--- config.mk ---
export PLATFORM = sky130hd
export DESIGN_NAME = imute_ctrl
export DESIGN_NICKNAME = d
export VERILOG_FILES = /design/src/rtl/imute_pkg.sv /design/src/rtl/imute_req.sv /design/src/rtl/imute_fsm.sv /design/src/rtl/imute_gate.sv /design/src/rtl/imute_ctrl.sv
export SDC_FILE = /design/constraint.sdc
export NUM_CORES = 1
export LEC_CHECK = 0
export BUFFER_PORTS_ARGS = -buffer_cell sky130_fd_sc_hd__buf_4
export CAP_MARGIN = 25
export CELL_PAD_IN_SITES_DETAIL_PLACEMENT = 0
export CELL_PAD_IN_SITES_GLOBAL_PLACEMENT = 1
export CORE_MARGIN = 4
export CORE_UTILIZATION = 36
export DETAILED_ROUTE_END_ITERATION = 7
export PLACE_DENSITY = 0.83
export SYNTH_ARGS = -nofsm -noshare
export SYNTH_HDL_FRONTEND = slang
export SYNTH_SLANG_ARGS = --single-unit
--- constraint.sdc ---
create_clock -name clk -period 2.5 [get_ports clk]
set_input_delay 0.125 -clock clk [delete_from_list [all_inputs] [get_ports clk]]
set_output_delay 0.125 -clock clk [all_outputs]
set_load 0.1 [all_outputs]
--- src/rtl/imute_pkg.sv ---
package imute_pkg;
    typedef enum logic [1:0] {
        ST_PASS = 2'd0,
        ST_MUTE = 2'd1,
        ST_HOLD = 2'd2
    } imute_st_e;

    localparam int unsigned SRC_N = 2;
    localparam int unsigned SRC_HF = 0;
    localparam int unsigned SRC_LVL = 1;
endpackage

--- src/rtl/imute_req.sv ---
module imute_req
    import imute_pkg::*;
#(
    parameter int unsigned LW = 8
) (
    input  logic             clk,
    input  logic             rst_n,
    input  logic [SRC_N-1:0] pulse_i,
    input  logic [SRC_N-1:0] en_i,
    input  logic             ovr_i,
    input  logic             hold_i,
    input  logic [LW-1:0]    len_i,
    input  logic             clr_i,
    output logic             accept_o,
    output logic [SRC_N-1:0] cause_o
);
    logic [SRC_N-1:0] hit;
    logic [SRC_N-1:0] cause_q;

    for (genvar g = 0; g < SRC_N; g++) begin : g_src
        assign hit[g] = pulse_i[g] & en_i[g];
    end

    always_comb begin
        accept_o = (|hit) && (len_i != '0) && !ovr_i && !hold_i;
    end

    always_ff @(posedge clk or negedge rst_n) begin
        if (!rst_n) begin
            cause_q <= '0;
        end else if (accept_o) begin
            cause_q <= hit;
        end else if (clr_i) begin
            cause_q <= '0;
        end
    end

    assign cause_o = cause_q;
endmodule

--- src/rtl/imute_fsm.sv ---
module imute_fsm
    import imute_pkg::*;
#(
    parameter int unsigned LW = 8
) (
    input  logic          clk,
    input  logic          rst_n,
    input  logic          accept_i,
    input  logic          ovr_i,
    input  logic          vld_i,
    input  logic [LW-1:0] len_i,
    output imute_st_e     st_o,
    output logic          mute_o,
    output logic          zero_o,
    output logic          hold_o
);
    localparam logic [LW-1:0] ONE = LW'(1);

    imute_st_e     st_q, st_d;
    logic [LW-1:0] cnt_q, cnt_d;

    always_ff @(posedge clk or negedge rst_n) begin
        if (!rst_n) begin
            st_q  <= ST_PASS;
            cnt_q <= '0;
        end else begin
            st_q  <= st_d;
            cnt_q <= cnt_d;
        end
    end

    always_comb begin
        st_d  = st_q;
        cnt_d = cnt_q;
        unique case (st_q)
            ST_PASS: begin
                if (ovr_i) begin
                    st_d = ST_HOLD;
                end else if (accept_i) begin
                    st_d  = ST_MUTE;
                    cnt_d = len_i;
                end
            end
            ST_MUTE: begin
                if (ovr_i) begin
                    st_d  = ST_HOLD;
                    cnt_d = '0;
                end else if (accept_i) begin
                    cnt_d = len_i;
                end else if (vld_i) begin
                    if (cnt_q <= ONE) begin
                        st_d  = ST_PASS;
                        cnt_d = '0;
                    end else begin
                        cnt_d = cnt_q - ONE;
                    end
                end
            end
            ST_HOLD: begin
                if (!ovr_i) begin
                    st_d = ST_PASS;
                end
            end
            default: begin
                st_d  = ST_PASS;
                cnt_d = '0;
            end
        endcase
    end

    always_comb begin
        st_o   = st_q;
        mute_o = (st_q == ST_MUTE);
        zero_o = (st_q == ST_MUTE) && !ovr_i;
        hold_o = (st_q == ST_HOLD);
    end
endmodule

--- src/rtl/imute_gate.sv ---
module imute_gate #(
    parameter int unsigned DW = 16
) (
    input  logic          clk,
    input  logic          rst_n,
    input  logic          vld_i,
    input  logic [DW-1:0] smp_i,
    input  logic          zero_i,
    output logic          vld_o,
    output logic [DW-1:0] smp_o
);
    always_ff @(posedge clk or negedge rst_n) begin
        if (!rst_n) begin
            vld_o <= 1'b0;
            smp_o <= '0;
        end else begin
            vld_o <= vld_i;
            if (vld_i) begin
                smp_o <= zero_i ? '0 : smp_i;
            end
        end
    end
endmodule

--- src/rtl/imute_ctrl.sv ---
module imute_ctrl
    import imute_pkg::*;
#(
    parameter int unsigned DW = 16,
    parameter int unsigned LW = 8
) (
    input  logic          clk,
    input  logic          rst_n,
    input  logic          smp_vld_i,
    input  logic [DW-1:0] smp_i,
    input  logic          hf_pulse_i,
    input  logic          lvl_pulse_i,
    input  logic          hf_en_i,
    input  logic          lvl_en_i,
    input  logic          ovr_i,
    input  logic [LW-1:0] mute_len_i,
    input  logic          cause_clr_i,
    output logic [DW-1:0] smp_o,
    output logic          smp_vld_o,
    output logic          mute_o,
    output logic [1:0]    cause_o
);
    logic [SRC_N-1:0] pulse_w, en_w, cause_w;
    logic             accept_w, hold_w, zero_w;
    imute_st_e        st_w;

    assign pulse_w[SRC_HF]  = hf_pulse_i;
    assign pulse_w[SRC_LVL] = lvl_pulse_i;
    assign en_w[SRC_HF]     = hf_en_i;
    assign en_w[SRC_LVL]    = lvl_en_i;

    imute_req #(.LW(LW)) u_req (
        .clk      (clk),
        .rst_n    (rst_n),
        .pulse_i  (pulse_w),
        .en_i     (en_w),
        .ovr_i    (ovr_i),
        .hold_i   (hold_w),
        .len_i    (mute_len_i),
        .clr_i    (cause_clr_i),
        .accept_o (accept_w),
        .cause_o  (cause_w)
    );

    imute_fsm #(.LW(LW)) u_fsm (
        .clk      (clk),
        .rst_n    (rst_n),
        .accept_i (accept_w),
        .ovr_i    (ovr_i),
        .vld_i    (smp_vld_i),
        .len_i    (mute_len_i),
        .st_o     (st_w),
        .mute_o   (mute_o),
        .zero_o   (zero_w),
        .hold_o   (hold_w)
    );

    imute_gate #(.DW(DW)) u_gate (
        .clk    (clk),
        .rst_n  (rst_n),
        .vld_i  (smp_vld_i),
        .smp_i  (smp_i),
        .zero_i (zero_w),
        .vld_o  (smp_vld_o),
        .smp_o  (smp_o)
    );

    assign cause_o = cause_w;
endmodule

==> results of run 1 <==
## worst paths after layout
path | start | end | slack [ns] | cells past startpoint
worst max-delay path | u_fsm.cnt_q[2] | u_fsm.cnt_q[3] | 0.46 | 5
worst min-delay path | ovr_i | u_fsm.st_o[0] | 0.06 | 2
worst max register to register | u_fsm.cnt_q[2] | u_fsm.cnt_q[3] | 0.46 | 5
worst min register to register | u_gate.smp_o[6] | u_gate.smp_o[6] | 0.49 | 1
max in group asynchronous | rst_n | u_fsm.cnt_q[6] | 1.92 | 2
min in group asynchronous | rst_n | u_gate.smp_o[2] | 0.30 | 2
## state kept, by name, summed over array words and instances, names as in the netlist
| register | flops |
|---|---|
| u_gate.smp_o | 16 |
| u_fsm.cnt_q | 8 |
| u_fsm.st_o | 2 |
| u_req.cause_o | 2 |
| u_gate.vld_o | 1 |
## power groups by stage
| stage | combinational (uW) | sequential [uW] | clock, uW |
|---|---|---|---|
| finish | 507 | 580 | 365 |
| global route | 540 | 589 | 398 |
| CTS | 508 | 578 | 378 |
| detailed placement | 506 | 586 | 0 |
| global placement | 500 | 584 | 0 |
| floorplan | 186 | 758 | 0 |
## repair_timing
action,4_1_cts,5_1_grt
hold endpoints to repair,29,0
hold buffers,1,0
setup endpoints to repair,0,0
## cells by family after synthesis
group           share of synthesized area
buf+inv                            0.0359
compound gates                      0.217
fa+ha+maj                          0.0167
mux                                0.0201
xor+xnor                           0.0175
simple gates                        0.208
flops                               0.485
## cell type report
type / instances / area share
clock buffer: 6 / 0.0357
clock inverter: 2 / 0.00492
inverter: 4 / 0.00738
multi-input combinational: 112 / 0.353
sequential: 29 / 0.357
tap: 50 / 0.0308
timing repair buffer: 57 / 0.212
## through the flow
| step | setup slack (ns) | hold slack [ns] | util | area (sq um) |
|---|---|---|---|---|
| floorplan | 0.449 | -0.171 | - | 1500 |
| global placement | 0.505 | 0.0644 | 0.485 | 1940 |
| detailed placement | 0.482 | 0.0701 | 0.485 | 1940 |
| CTS | 0.469 | 0.0491 | 0.509 | 2030 |
| global route | 0.363 | 0.0628 | 0.509 | 2030 |
| finish | 0.457 | 0.0575 | 0.509 | 2030 |
## critical path: cells and delay by family (launching register included)
family	cells	cell delay [ns]
AO/OA/AOI/OAI	2	0.38
flip-flops	1	0.47
AND/OR/NAND/NOR	3	1.08
## cell usage after synthesis, drive strengths merged, types with 2 or more instances
master | number | area (sq um)
a211oi | 2 | 15.0
a21boi | 2 | 15.0
a21oi | 2 | 10.0
a32o | 2 | 20.0
buf | 3 | 20.0
clkbuf | 5 | 18.8
dfrtp | 29 | 726
ha | 2 | 25.0
inv | 3 | 11.3
mux2i | 3 | 30.0
nand2 | 25 | 93.8
nand2b | 2 | 12.5
nand3 | 5 | 25.0
nand3b | 6 | 45.0
nor2 | 6 | 22.5
nor3 | 4 | 20.0
nor4 | 4 | 31.3
o211ai | 5 | 37.5
o21ai | 11 | 55.1
o2bb2ai | 16 | 140
or4 | 3 | 26.3
xor2 | 2 | 17.5
## per-layer routing
| metal | GRT usage | vias to the layer above |
|---|---|---|
| met5 | 0 | - |
| met1 | 0.214 | 695 |
| met2 | 0.248 | 61 |
| li1 | - | 675 |
| met4 | 0.0471 | 0 |
| met3 | 0.0596 | 9 |
==> flow_metrics.tcl, run 1 <==
set metrics [dict create \
    status "complete, no violations" \
    tightest_slew_ns 0.770 \
    drc 0 \
    synthesis.area_sq_mm 0.00150 \
    stdcell_count 260 \
    grt_antenna_before_repair 0 \
    skew_ns 0.00746 \
    worstSkewPairLatency_ns 0.28 \
    max_freq_ghz 0.489 \
    drv_slew 0 \
    cts_root_buffer "clkbuf_8" \
    drt.antenna.violating_nets 0 \
    final-hold-violation-count 0 \
    p_leak_uw 0.000931 \
    clockPowerShare 0.252 \
    crit_chain "or4_4 -> nor4_2 -> nand2b_1 -> o21ai_0 -> a32o_1" \
    die_width_um 72.5 \
    postSynthCellCount 153 \
    antenna_cells 0 \
    routedWlPerCell_um 15.8 \
    drt-initial-drc-count 90 \
    slew_headroom 0.483 \
    post_cts_buffers 0 \
    layout_commonest_cell "buf_4" \
    criticalPathCategory "reg -> reg" \
    period_minus_slack_ns 2.04 \
    seq_area_sq_um 726 \
    port_buffers 52 \
    p_int_uw 881 \
    setup_viol 0 \
    cap_violations 0 \
    p_per_area_mw_per_mm2 714 \
    rows 23 \
    vias_per_cell 5.54 \
    dr_wl_met2_mm 1.97 \
    grt_max_degree 30 \
    nFillCells 371 \
    place_congestion 0.943 \
    route.vias.total 1440 \
    synth-edff-count 0 \
    async_flop_share 1.00 \
    wl_met1_mm 1.75 \
    numCtsBuffers 5 \
    cpMaxStageDelayCell "or4_4" \
    grt_pass1_vias 1385 \
    fin_crit_sh 0.817 \
    wirelength_mm 4.10 \
    combPwrFrac 0.349 \
    synth_cell_types 38 \
    yosysWarnings 0 \
    rsz0062_at_grt "false" \
    firstDrtPassIters 4 \
    fin_total_pwr_uw 1450 \
    clock_path_buffers 2 \
    overflow 0 \
    critPathArrivalTime_ns 2.21 \
    grt_pass1_wl_mm 6.63 \
    setup_tns_ns 0 \
    nNetsFinal 244 \
    power.share.switching 0.394 \
    core_sq_mm 0.00400 \
    clock_sinks 29 \
    dieArea_sq_mm 0.00526 \
    dp_hpwl_mm 3.11 \
    irDropWorstVdd_mv 0.453 \
    cp-start-kind "register" \
    max_stage_delay_ns 0.55 \
    dp_cells 251 \
    cts_tree "done" \
    mostFrequentLayoutCells "buf_4 (56), dfrtp_1 (29), nand2_1 (25)" \
    p_sw_uw 572 \
    ys.flop_type "dfrtp_1" \
    initial_core_util 0.374 \
    htree_num_levels 2 \
    syn_nets 188 \
    hold_path.class "in -> reg" \
    path_clk_slew_ns 0.07 \
    power_frac_seq 0.399 \
    worst_ep_required_time_ns 2.67 \
    multi_input_area_sq_um 718 \
    cts_resized 0 \
    worstPathMaxFanout 8 \
    route.met3.wl_um 316 \
    yosysSeqAreaShare 0.485 \
    end_kind "register" \
    syn_to_final_growth_pct 35.8 \
    top_layer_used "met4" \
    die_h_um 72.5 \
    syn_avg_cell_area_sq_um 9.79 \
    io_pins 53 \
    synth_seq_cells 29 \
    drive_gt1_frac 0.314 \
    groute.usage.overall 0.162 \
]
(Power assumes the default switching activity.)
==> run 2, diff against run 1 <==
- clock period: 2.5 -> 2 ns (I/O delays scaled with it)
==> flow_metrics.tcl, run 2 (synthesized netlist as in run 1, its figures left out) <==
set metrics [dict create \
    drv_slew 0 \
    hold_path.class "in -> reg" \
    drt.antenna.violating_nets 0 \
    antenna_cells 0 \
    grt_antenna_before_repair 0 \
    clock_sinks 29 \
    syn_to_final_growth_pct 41.7 \
    cp-endpoint "u_fsm.cnt_q[7]" \
    path_clk_slew_ns 0.07 \
    worstSkewPairLatency_ns 0.28 \
    port_buffers 52 \
    final_util 0.530 \
    status "complete, no violations" \
    grt_pass1_vias 1412 \
    fin_crit_sh 0.983 \
    p_leak_uw 0.000972 \
    reg_top3 "u_gate.smp_o: 16 flops, u_fsm.cnt_q: 8 flops" \
    grt_max_degree 30 \
    drt-initial-drc-count 98 \
    core_sq_mm 0.00400 \
    final-hold-violation-count 0 \
    grt_pass1_wl_mm 7.00 \
    layout_setup_ws_ns 0.0349 \
    tightest_slew_ns 0.455 \
    max_freq_ghz 0.509 \
    mostFrequentLayoutCells "buf_4 (64), dfrtp_1 (28), nand2_1 (25)" \
    io_pins 53 \
    end_kind "register" \
    route.vias.total 1471 \
    initial_core_util 0.374 \
    groute.usage.overall 0.169 \
    nNetsFinal 252 \
    crit-reg2reg-launch "u_fsm.cnt_q[3]" \
    worstPathMaxFanout 2 \
    layout_commonest_cell "buf_4" \
    skew_ns 0.00452 \
    die_width_um 72.5 \
    drive_gt1_frac 0.367 \
    worst_ep_required_time_ns 2.21 \
    routedWlPerCell_um 16.2 \
    rr_worst_depth 5 \
    critPathLaunch "u_fsm.cnt_q[3]" \
    die_h_um 72.5 \
    firstDrtPassIters 4 \
    dp_slack_ns -0.0168 \
    dp_hpwl_mm 3.22 \
    setup_viol 0 \
    ff2ff_setup_slack_ns 0.03 \
    critPathArrivalTime_ns 2.18 \
    slew_headroom 0.694 \
    largest_register_ffs 16 \
    criticalPathCategory "reg -> reg" \
    dieArea_sq_mm 0.00526 \
    overflow 0 \
    p_per_area_mw_per_mm2 896 \
    place_congestion 0.944 \
    htree_num_levels 2 \
    vias_per_cell 5.49 \
    cp-start-kind "register" \
    cts_tree "done" \
    cap_violations 0 \
    rows 23 \
    numCtsBuffers 5 \
    top_register "u_gate.smp_o" \
    clock_path_buffers 2 \
    cts_root_buffer "clkbuf_8" \
    wirelength_mm 4.35 \
    drc 0 \
    worstReg2RegEnd "u_fsm.cnt_q[7]" \
    irDropWorstVdd_mv 0.479 \
    period_minus_slack_ns 1.97 \
]
run 2: cell types whose count changed in the layout (fill, tap and decap cells not counted), sizes merged:
cell	before	now
buf	56	64
clkbuf	6	5
clkinvlp	0	1
run 2: area by class of cell:
type | instances | area (sq um)
Clock buffer | 5 | 68.8
Inverter | 4 | 15.0
Clock inverter | 3 | 17.5
Sequential cell | 29 | 727
Tap cell | 50 | 62.6
Timing Repair Buffer | 65 | 490
Fill cell | 359 | 1880
Multi-Input combinational cell | 112 | 741
run 2: through the flow:
| stage | TNS, ns | total power (uW) | area [sq um] | instances | hold WS (ns) |
|---|---|---|---|---|---|
| 2_1_floorplan | 0 | 1180 | 1500 | 153 | -0.196 |
| 3_3_place_gp | 0 | 1390 | 2000 | 258 | 0.0377 |
| 3_5_place_dp | -0.0168 | 1400 | 2000 | 258 | 0.0432 |
| 4_1_cts | 0 | 1880 | 2090 | 267 | 0.0323 |
| 5_1_grt | -0.00974 | 2010 | 2120 | 268 | 0.0419 |
| 6_report | 0 | 1900 | 2120 | 268 | 0.0408 |
run 2: how the worst min path moves through the flow:
stage / start / endpoint / slack (ns) / cells after the start
6_report: ovr_i / u_fsm.st_o[0] / 0.04 / 2
5_1_grt: ovr_i / u_fsm.st_o[0] / 0.04 / 2
4_1_cts: ovr_i / u_fsm.st_o[0] / 0.03 / 2
3_5_place_dp: rst_n / u_gate.smp_o[10] / 0.04 / 1
3_3_place_gp: rst_n / u_gate.smp_o[10] / 0.04 / 1
2_1_floorplan: rst_n / u_fsm.cnt_q[0] / -0.20 / 0
run 2: routing by layer:
metal | track usage | part of all wire | wire, um
met1 | 0.226 | 0.40 | 1740
met2 | 0.277 | 0.51 | 2220
met5 | 0 | 0 | 0
met4 | 0.0246 | 0.012 | 53
met3 | 0.0512 | 0.076 | 330
run 2: timing repair:
action,CTS,global route
hold endpoints to repair,29,0
buffers inserted,0,1
pin swaps,1,1
setup endpoints to repair,2,7
hold buffers,1,0
gates resized for setup,1,6
run 2: power breakdown:
part	internal (uW)	switching (uW)
clock	239	227
sequential	653	58.6
combinational	253	471
total	1150	757
run 2: critical path, stage by stage, from the launching register on:
cell	delay, ns
dfrtp_1	0.38
or4_4	0.57
or4_4	0.44
or2_0	0.23
a211oi_2	0.17
nand3b_1	0.12
==> run 3, diff against run 2 <==
- SLEW_MARGIN: unset -> 20
- clock period: 2 -> 2.1 ns (I/O delays scaled with it)
==> flow_metrics.tcl, run 3 (synthesized netlist as in run 1, its figures left out) <==
set metrics [dict create \
    routedWlPerCell_um 15.9 \
    drt-initial-drc-count 93 \
    worst_ep_required_time_ns 2.31 \
    dp_hpwl_mm 3.06 \
    mostFrequentLayoutCells "buf_4 (61), dfrtp_1 (29), nand2_1 (25)" \
    core_sq_mm 0.00400 \
    syn_to_final_growth_pct 39.1 \
    crit-reg2reg-launch "u_fsm.cnt_q[5]" \
    largest_register_ffs 16 \
    max_freq_ghz 0.503 \
    irDropWorstVdd_mv 0.444 \
    die_h_um 72.5 \
    cp-start-kind "register" \
    worstSkewPairLatency_ns 0.28 \
    io_pins 53 \
    rsz0062_at_grt "false" \
    drt.antenna.violating_nets 0 \
    clock_path_buffers 2 \
    crit_chain "or4_4 -> or4_1 -> or2_0 -> a211oi_1 -> nand3b_1" \
    grt_antenna_before_repair 0 \
    rows 23 \
    clock_sinks 29 \
    cap_violations 0 \
    cpMaxStageDelayCell "or4_4" \
    nNetsFinal 249 \
    overflow 0 \
    top_register "u_gate.smp_o" \
    grt_pass1_wl_mm 6.81 \
    grt_max_degree 30 \
    skew_ns 0.00891 \
    initial_core_util 0.374 \
    dp_cells 254 \
    end_kind "register" \
    antenna_cells 0 \
    groute.usage.overall 0.165 \
    criticalPathCategory "reg -> reg" \
    grt_pass1_vias 1446 \
    final_util 0.521 \
    drv_slew 0 \
    layout_commonest_cell "buf_4" \
    die_width_um 72.5 \
    numCtsBuffers 5 \
    stdcell_count 265 \
    drc 0 \
    final-hold-violation-count 0 \
    path_buf_inv 0 \
    cts_tree "done" \
    reg_top3 "u_gate.smp_o: 16 flops, u_fsm.cnt_q: 8 flops" \
    setup_tns_ns 0 \
    period_minus_slack_ns 1.99 \
    port_buffers 52 \
    dieArea_sq_mm 0.00526 \
    p_leak_uw 0.000957 \
    fin_crit_sh 0.946 \
    status "complete, no violations" \
    htree_num_levels 2 \
    tightest_slew_ns 0.480 \
    hp-start "ovr_i" \
    max_stage_delay_ns 0.56 \
    hold-worst-slack_ns 0.0436 \
    critPathArrivalTime_ns 2.20 \
    path_clk_slew_ns 0.06 \
    wirelength_mm 4.22 \
    place_congestion 0.953 \
    p_per_area_mw_per_mm2 850 \
    hold_path.class "in -> reg" \
    vias_per_cell 5.50 \
    firstDrtPassIters 4 \
    route.vias.total 1457 \
    critPathLaunch "u_fsm.cnt_q[5]" \
    setup_viol 0 \
    path_delay_family "simple AND/OR/NAND/NOR gates" \
    slew_headroom 0.678 \
    drive_gt1_frac 0.335 \
    worstPathMaxFanout 4 \
    cts_root_buffer "clkbuf_8" \
]
==> run 3: layout make-up <==
class | count | area, sq um
fill | 361 | 1920
multi-input combinational | 112 | 729
sequential | 29 | 726
timing repair buffer | 62 | 468
clock buffer | 6 | 72.6
tap | 50 | 62.6
inverter | 4 | 15.0
clock inverter | 2 | 10.0
==> run 3: path summary, 6_finish.rpt <==
check / end / slack [ns] / cells after the start
hold reg to reg: u_gate.smp_o[13] / 0.49 / 1
setup reg to reg: u_fsm.cnt_q[7] / 0.11 / 5
setup / recovery: u_fsm.cnt_q[7] / 0.11 / 5
max in group asynchronous: u_fsm.cnt_q[2] / 1.53 / 2
min in group asynchronous: u_gate.smp_o[13] / 0.29 / 2
hold / removal: u_fsm.st_o[0] / 0.04 / 2
==> run 3: per-layer routing <==
metal	GRT usage	share of wire	vias to the layer above
li1	-	-	687
met1	0.216	0.42	703
met2	0.259	0.49	59
met3	0.0499	0.075	8
met4	0.0615	0.018	0
met5	0	0	-
==> run 3: through the flow <==
stage / setup WS [ns] / power, uW / instance area [sq um]
final: 0.113 / 1770 / 2080
after global routing: 0.0169 / 1860 / 2080
after CTS: 0.0662 / 1750 / 2060
after detailed placement: 0.0959 / 1310 / 1960
after global placement: 0.145 / 1300 / 1960
after floorplan: 0.0691 / 1120 / 1500
==> run 3: repair_timing <==
action	4_1_cts	5_1_grt
setup endpoints to repair	0	4
buffers inserted	0	2
gates resized for setup	0	2
hold endpoints to repair	29	0
hold buffers	1	0
==> run 3: power breakdown <==
group / switching (uW) / internal [uW]
registers: 62.6 / 621
logic: 428 / 223
clock network: 208 / 229
